File: config.mk
export PLATFORM = sky130hd
export DESIGN_NAME = sync_serial_port
export DESIGN_NICKNAME = d
export VERILOG_FILES = /design/src/rtl/ssp_pkg.sv /design/src/rtl/ssp_sync_edge.sv /design/src/rtl/ssp_rx_engine.sv /design/src/rtl/ssp_tx_engine.sv /design/src/rtl/sync_serial_port.sv
export SDC_FILE = /design/constraint.sdc
export NUM_CORES = 1
export LEC_CHECK = 0
export ABC_AREA = 1
export BUFFER_PORTS_ARGS = -buffer_cell sky130_fd_sc_hd__buf_2
export CAP_MARGIN = 5
export CORE_ASPECT_RATIO = 0.8
export CORE_UTILIZATION = 45
export CTS_CLUSTER_SIZE = 8
export DETAILED_ROUTE_END_ITERATION = 8
export PLACE_DENSITY = 0.74
export SLEW_MARGIN = 10
export SYNTH_ARGS = -nofsm -noshare
export SYNTH_HDL_FRONTEND = slang
export SYNTH_HIERARCHICAL = 1
export SYNTH_SLANG_ARGS = --single-unit
export TNS_END_PERCENT = 50
File: constraint.sdc
create_clock -name clk -period 1.9 [get_ports clk]
set_clock_uncertainty 0.2 [all_clocks]
set_input_delay 0.57 -clock clk [delete_from_list [all_inputs] [get_ports clk]]
set_output_delay 0.57 -clock clk [all_outputs]
set_load 0.01 [all_outputs]
File: src/rtl/ssp_pkg.sv
package ssp_pkg;
  typedef enum logic [1:0] {
    TXS_IDLE = 2'd0,
    TXS_HIGH = 2'd1,
    TXS_LOW  = 2'd2
  } tx_state_e;
endpackage

File: src/rtl/ssp_sync_edge.sv
module ssp_sync_edge #(
  parameter int STAGES = 2
) (
  input  logic clk,
  input  logic rst,
  input  logic sclk_pin,
  input  logic sdat_pin,
  output logic rise,
  output logic sdat_s
);
  logic [STAGES-1:0] ck_sr;
  logic [STAGES-1:0] dt_sr;
  logic              ck_last;

  always_ff @(posedge clk) begin
    if (rst) begin
      ck_sr   <= '1;
      dt_sr   <= '0;
      ck_last <= 1'b1;
    end else begin
      ck_sr   <= {ck_sr[STAGES-2:0], sclk_pin};
      dt_sr   <= {dt_sr[STAGES-2:0], sdat_pin};
      ck_last <= ck_sr[STAGES-1];
    end
  end

  assign rise   = ck_sr[STAGES-1] & ~ck_last;
  assign sdat_s = dt_sr[STAGES-1];
endmodule

File: src/rtl/ssp_rx_engine.sv
module ssp_rx_engine #(
  parameter int DW = 8
) (
  input  logic          clk,
  input  logic          rst,
  input  logic          en,
  input  logic          rise,
  input  logic          din,
  output logic          done,
  output logic [DW-1:0] rx_word
);
  localparam int CW = $clog2(DW);

  logic [DW-1:0] sh;
  logic [CW-1:0] cnt;

  always_ff @(posedge clk) begin
    if (rst) begin
      sh  <= '0;
      cnt <= '0;
    end else if (!en) begin
      cnt <= '0;
    end else if (rise) begin
      sh <= {sh[DW-2:0], din};
      if (cnt == CW'(DW-1)) cnt <= '0;
      else                  cnt <= cnt + 1'b1;
    end
  end

  assign done    = en & rise & (cnt == CW'(DW-1));
  assign rx_word = {sh[DW-2:0], din};
endmodule

File: src/rtl/ssp_tx_engine.sv
module ssp_tx_engine
  import ssp_pkg::*;
#(
  parameter int DW = 8
) (
  input  logic          clk,
  input  logic          rst,
  input  logic          en,
  input  logic          run,
  input  logic          uflow,
  input  logic          pend,
  input  logic [DW-1:0] dreg,
  output logic          take,
  output logic          done,
  output logic          sclk_o,
  output logic          sdat_o
);
  localparam int CW = $clog2(DW);

  tx_state_e     st;
  logic [DW-1:0] sh;
  logic [CW-1:0] cnt;
  logic          last_rise;

  assign last_rise = (st == TXS_LOW) & uflow & (cnt == CW'(DW-1));
  assign take      = en & pend & (((st == TXS_IDLE) & run) | last_rise);
  assign done      = en & last_rise;
  assign sclk_o    = (st != TXS_LOW);

  always_ff @(posedge clk) begin
    if (rst) begin
      st     <= TXS_IDLE;
      sh     <= '0;
      cnt    <= '0;
      sdat_o <= 1'b1;
    end else if (!en) begin
      st  <= TXS_IDLE;
      cnt <= '0;
    end else begin
      unique case (st)
        TXS_IDLE: begin
          if (take) begin
            sh  <= dreg;
            cnt <= '0;
            st  <= TXS_HIGH;
          end
        end
        TXS_HIGH: begin
          if (uflow) begin
            sdat_o <= sh[DW-1];
            sh     <= {sh[DW-2:0], 1'b0};
            st     <= TXS_LOW;
          end
        end
        TXS_LOW: begin
          if (uflow) begin
            if (cnt == CW'(DW-1)) begin
              if (take) begin
                sh  <= dreg;
                cnt <= '0;
                st  <= TXS_HIGH;
              end else begin
                st <= TXS_IDLE;
              end
            end else begin
              cnt <= cnt + 1'b1;
              st  <= TXS_HIGH;
            end
          end
        end
        default: st <= TXS_IDLE;
      endcase
    end
  end
endmodule

File: src/rtl/sync_serial_port.sv
module sync_serial_port #(
  parameter int DW          = 8,
  parameter int SYNC_STAGES = 2
) (
  input  logic          clk,
  input  logic          rst,
  input  logic          mode_tx,
  input  logic          wr_en,
  input  logic [DW-1:0] wr_data,
  output logic [DW-1:0] rd_data,
  input  logic          tmr_uflow,
  input  logic          tmr_cont_run,
  input  logic          sclk_i,
  output logic          sclk_o,
  output logic          sclk_oe,
  input  logic          sdat_i,
  output logic          sdat_o,
  output logic          sdat_oe,
  output logic          irq
);
  logic [DW-1:0] dreg;
  logic          pend;
  logic          oe_q;
  logic          irq_q;
  logic          rise;
  logic          sdat_s;
  logic          rx_done;
  logic [DW-1:0] rx_word;
  logic          tx_take;
  logic          tx_done;

  ssp_sync_edge #(.STAGES(SYNC_STAGES)) u_sync (
    .clk      (clk),
    .rst      (rst),
    .sclk_pin (sclk_i),
    .sdat_pin (sdat_i),
    .rise     (rise),
    .sdat_s   (sdat_s)
  );

  ssp_rx_engine #(.DW(DW)) u_rx (
    .clk     (clk),
    .rst     (rst),
    .en      (~mode_tx),
    .rise    (rise),
    .din     (sdat_s),
    .done    (rx_done),
    .rx_word (rx_word)
  );

  ssp_tx_engine #(.DW(DW)) u_tx (
    .clk    (clk),
    .rst    (rst),
    .en     (mode_tx),
    .run    (tmr_cont_run),
    .uflow  (tmr_uflow),
    .pend   (pend),
    .dreg   (dreg),
    .take   (tx_take),
    .done   (tx_done),
    .sclk_o (sclk_o),
    .sdat_o (sdat_o)
  );

  always_ff @(posedge clk) begin
    if (rst) begin
      dreg  <= '0;
      pend  <= 1'b0;
      oe_q  <= 1'b0;
      irq_q <= 1'b0;
    end else begin
      oe_q  <= mode_tx;
      irq_q <= tx_done | rx_done;
      if (rx_done)    dreg <= rx_word;
      else if (wr_en) dreg <= wr_data;
      if (wr_en)        pend <= 1'b1;
      else if (tx_take) pend <= 1'b0;
    end
  end

  assign rd_data = dreg;
  assign sclk_oe = oe_q;
  assign sdat_oe = oe_q;
  assign irq     = irq_q;
endmodule

==> impl_metrics.py <==
metrics = {
    "routing": {
        "drcViolationCount": 0,
        "ant_nets": 0,
        "dr.pass1.iters": 4,
        "wl_per_cell_um": 10.8,
        "via_per_inst": 4.82,
        "vias": 1726,
        "first_iter_violations": 105,
        "routed_wl_mm": 3.87,
    },
    "cts": {
        "cts_made_buffers": 5,
        "htree_levels": 2,
        "path_clk_slew_ns": 0.07,
        "worstSkewPairLatency_ns": 0.30,
        "cts.sinks": 40,
        "clockBufferDepth": 2,
        "cts-root-buf": "clkbuf_8",
        "cts_tree": "built",
    },
    "setup_path": {
        "end_kind": "output pin",
        "required_ns": 1.13,
        "path_cells": "inv_2 > nand2_2 > buf_2",
        "max_stage_delay_ns": 0.39,
        "critPathKind": "reg2out",
        "cp_max_fo": 4,
        "ff2ff_setup_slack_ns": 0.15,
        "r2r-start": "u_tx/cnt[0]",
        "cp_top_family": "flip-flops",
        "slowest_stage": "dfxtp_1",
        "r2r_end": "u_tx/sh[3]",
        "cp_num_buf_inv": 2,
        "ff2ff_path_depth": 9,
        "cp.arrival_ns": 0.99,
        "crit_path_start_kind": "flip-flop",
    },
    "pwr": {
        "ir_worst_vdd_uv": 447,
        "p_leak_nw": 1.08,
        "comb_power_share": 0.088,
        "p_sw_mw": 0.396,
        "power.density_nw_per_um2": 788,
        "finalPower_mw": 1.70,
        "p_seq_frac": 0.515,
        "p_int_mw": 1.31,
        "swShare": 0.232,
        "p_clk_frac": 0.397,
    },
    "sta": {
        "hold_viol": 0,
        "period_share": 0.929,
        "setup_viol_count_final": 0,
        "finalSetupTns_ns": 0,
        "timing.fmax_mhz": 567,
        "maxSlewHeadroom": 0.767,
        "worst_hold_slack_ns": 0.206,
        "drv_slew": 0,
        "min_period_ns": 1.76,
        "tightest_slew_ns": 0.348,
        "rsz0062_at_grt": "no",
    },
    "die": {
        "die_y_um": 60.1,
        "die_x_um": 74.7,
        "fp-row-count": 20,
        "die_area_um2": 4490,
        "start_util": 0.484,
        "io_pins": 29,
        "core_um2": 3930,
    },
    "min_path": {
        "hold_start": "u_sync/dt_sr[0]",
        "min_path_type": "reg2reg",
        "min_path_cells": 2,
        "min_to": "u_sync/dt_sr[1]",
    },
    "place": {
        "dp.final_hpwl_mm": 2.90,
        "routabilityCongestion": 0.828,
        "io_buffer_count": 28,
    },
    "logic_synthesis": {
        "ys_types": 20,
        "ys_seq_area_frac": 0.421,
        "synthCells": 272,
        "synth_seq_cells": 40,
        "netlist_area_um2": 1900,
        "synth_area_per_cell_um2": 6.99,
        "synth_fp_nets": 292,
        "yosys_warnings": 6,
    },
    "layout": {
        "postLayoutCoreUtil": 0.551,
        "area_delta_synth_final_pct": 13.7,
        "drive_gt1_frac": 0.188,
        "num_antenna_cells": 0,
        "nets": 322,
    },
    "grt": {
        "track_usage": 0.205,
        "grt_max_degree": 17,
        "grt-ovfl-total": 0,
        "antenna_found_initial": 0,
        "grt_pass1_vias": 1589,
        "grt_first_pass_wirelength_mm": 6.81,
    },
    "job": {
        "maxCapViolCount": 0,
    },
    "outcome": {
        "status": "completed",
    },
}
-- worst register-to-register path, cell delays in order, from the launching register on --
cell and delay, ns:
dfxtp_1 0.36, ha_1 0.16, ha_1 0.18, nand2_1 0.07, nand2_1 0.05, nand2_1 0.08, nor2_4 0.32, nand3_1 0.12
nand2_1 0.07, nor2_1 0.05
-- timing repair --
| action | 4_1_cts | 5_1_grt |
|---|---|---|
| resized for setup | 0 | 2 |
| setup buffers | 0 | 0 |
| hold buffers | 0 | 0 |
| endpoints found under the setup margin | 0 | 1 |
| endpoints found under the hold margin | 0 | 0 |
-- cell usage in the layout, fill, tap and decap left out --
cell	Yosys	final
a21oi_1	23	23
a21oi_2	1	1
buf_2	2	28
buf_4	3	6
bufinv_16	0	1
clkbuf_1	0	1
clkbuf_8	1	5
clkinv_1	2	2
clkinv_2	0	1
dfxtp_1	40	40
ha_1	4	4
inv_1	34	33
inv_2	3	4
inv_4	1	1
nand2_1	79	78
nand2_2	5	6
nand2_4	2	2
nand3_1	38	38
nand4_1	2	2
nor2_1	23	23
nor2_4	2	2
o21ai_0	2	2
-- metrics by stage --
step | instance area (um^2) | setup slack [ns] | instances
4_1_cts | 2160 | 0.127 | 358
3_3_place_gp | 2050 | 0.146 | 350
6_report | 2160 | 0.135 | 358
3_5_place_dp | 2050 | 0.134 | 350
5_1_grt | 2160 | 0.00538 | 358
2_1_floorplan | 1900 | 0.0199 | 272
-- metal layers --
| layer | part of all wire | vias to the layer above | track usage |
|---|---|---|---|
| met2 | 0.43 | 38 | 0.320 |
| li1 | - | 908 | - |
| met5 | 0 | - | 0 |
| met4 | 0.015 | 0 | 0.0970 |
| met3 | 0.055 | 5 | 0.0506 |
| met1 | 0.50 | 775 | 0.266 |
-- cell usage after synthesis --
cell       n  area share
ha_1       4       0.026
o21ai_0    2      0.0053
nor2_4     2       0.012
a21oi_1   23       0.061
a21oi_2    1      0.0046
inv_1     34       0.067
buf_4      3       0.012
nand2_2    5       0.016
nand2_1   79        0.16
buf_2      2      0.0053
inv_4      1      0.0033
inv_2      3      0.0059
nand2_4    2       0.012
clkbuf_8   1      0.0072
nand3_1   38        0.10
dfxtp_1   40        0.42
nand4_1    2      0.0066
buf_6      5       0.030
nor2_1    23       0.045
clkinv_1   2      0.0039
-- power groups by stage --
stage,Combinational [mW],Sequential [mW],Clock (mW)
after global placement,0.149,0.896,0
after detailed placement,0.151,0.897,0
after global routing,0.173,0.880,0.726
after CTS,0.152,0.877,0.697
after floorplan,0.106,0.897,0
final,0.151,0.877,0.676
-- cell families after synthesis --
kind of cell,Yosys count,synth area share
buf+inv,51,0.134
simple gates,151,0.348
compound gates,26,0.0704
flops,40,0.421
fa+ha+maj,4,0.0263
-- flip-flops by register name, indices dropped and copies added, names as in the netlist --
name	count
irq	1
pend	1
rd_data	8
sclk_oe	1
u_rx/cnt	3
u_rx/sh	7
u_sync/ck_last	1
u_sync/ck_sr	2
u_sync/dt_sr	2
u_tx/cnt	3
u_tx/sdat_o	1
u_tx/sh	8
u_tx/st	2
-- cell type report --
class	count	area, um^2
Fill cell	413	1770
Multi-Input combinational cell	181	848
Sequential cell	40	801
Timing Repair Buffer	34	185
Inverter	40	153
Clock buffer	6	72.6
Tap cell	55	68.8
Clock inverter	2	35.0
-- how the worst max path moves through the flow --
stage | start | end | slack [ns] | cells after the start
after floorplan | mode_tx | rd_data[0] | 0.02 | 10
after global placement | mode_tx | rd_data[2] | 0.15 | 10
after detailed placement | mode_tx | rd_data[2] | 0.13 | 10
after CTS | u_tx/st[0] | sclk_o | 0.13 | 3
after global routing | u_rx/cnt[0] | rd_data[1] | 0.005 | 10
final | u_tx/st[0] | sclk_o | 0.14 | 3
Power figures use the tool's default switching activity.
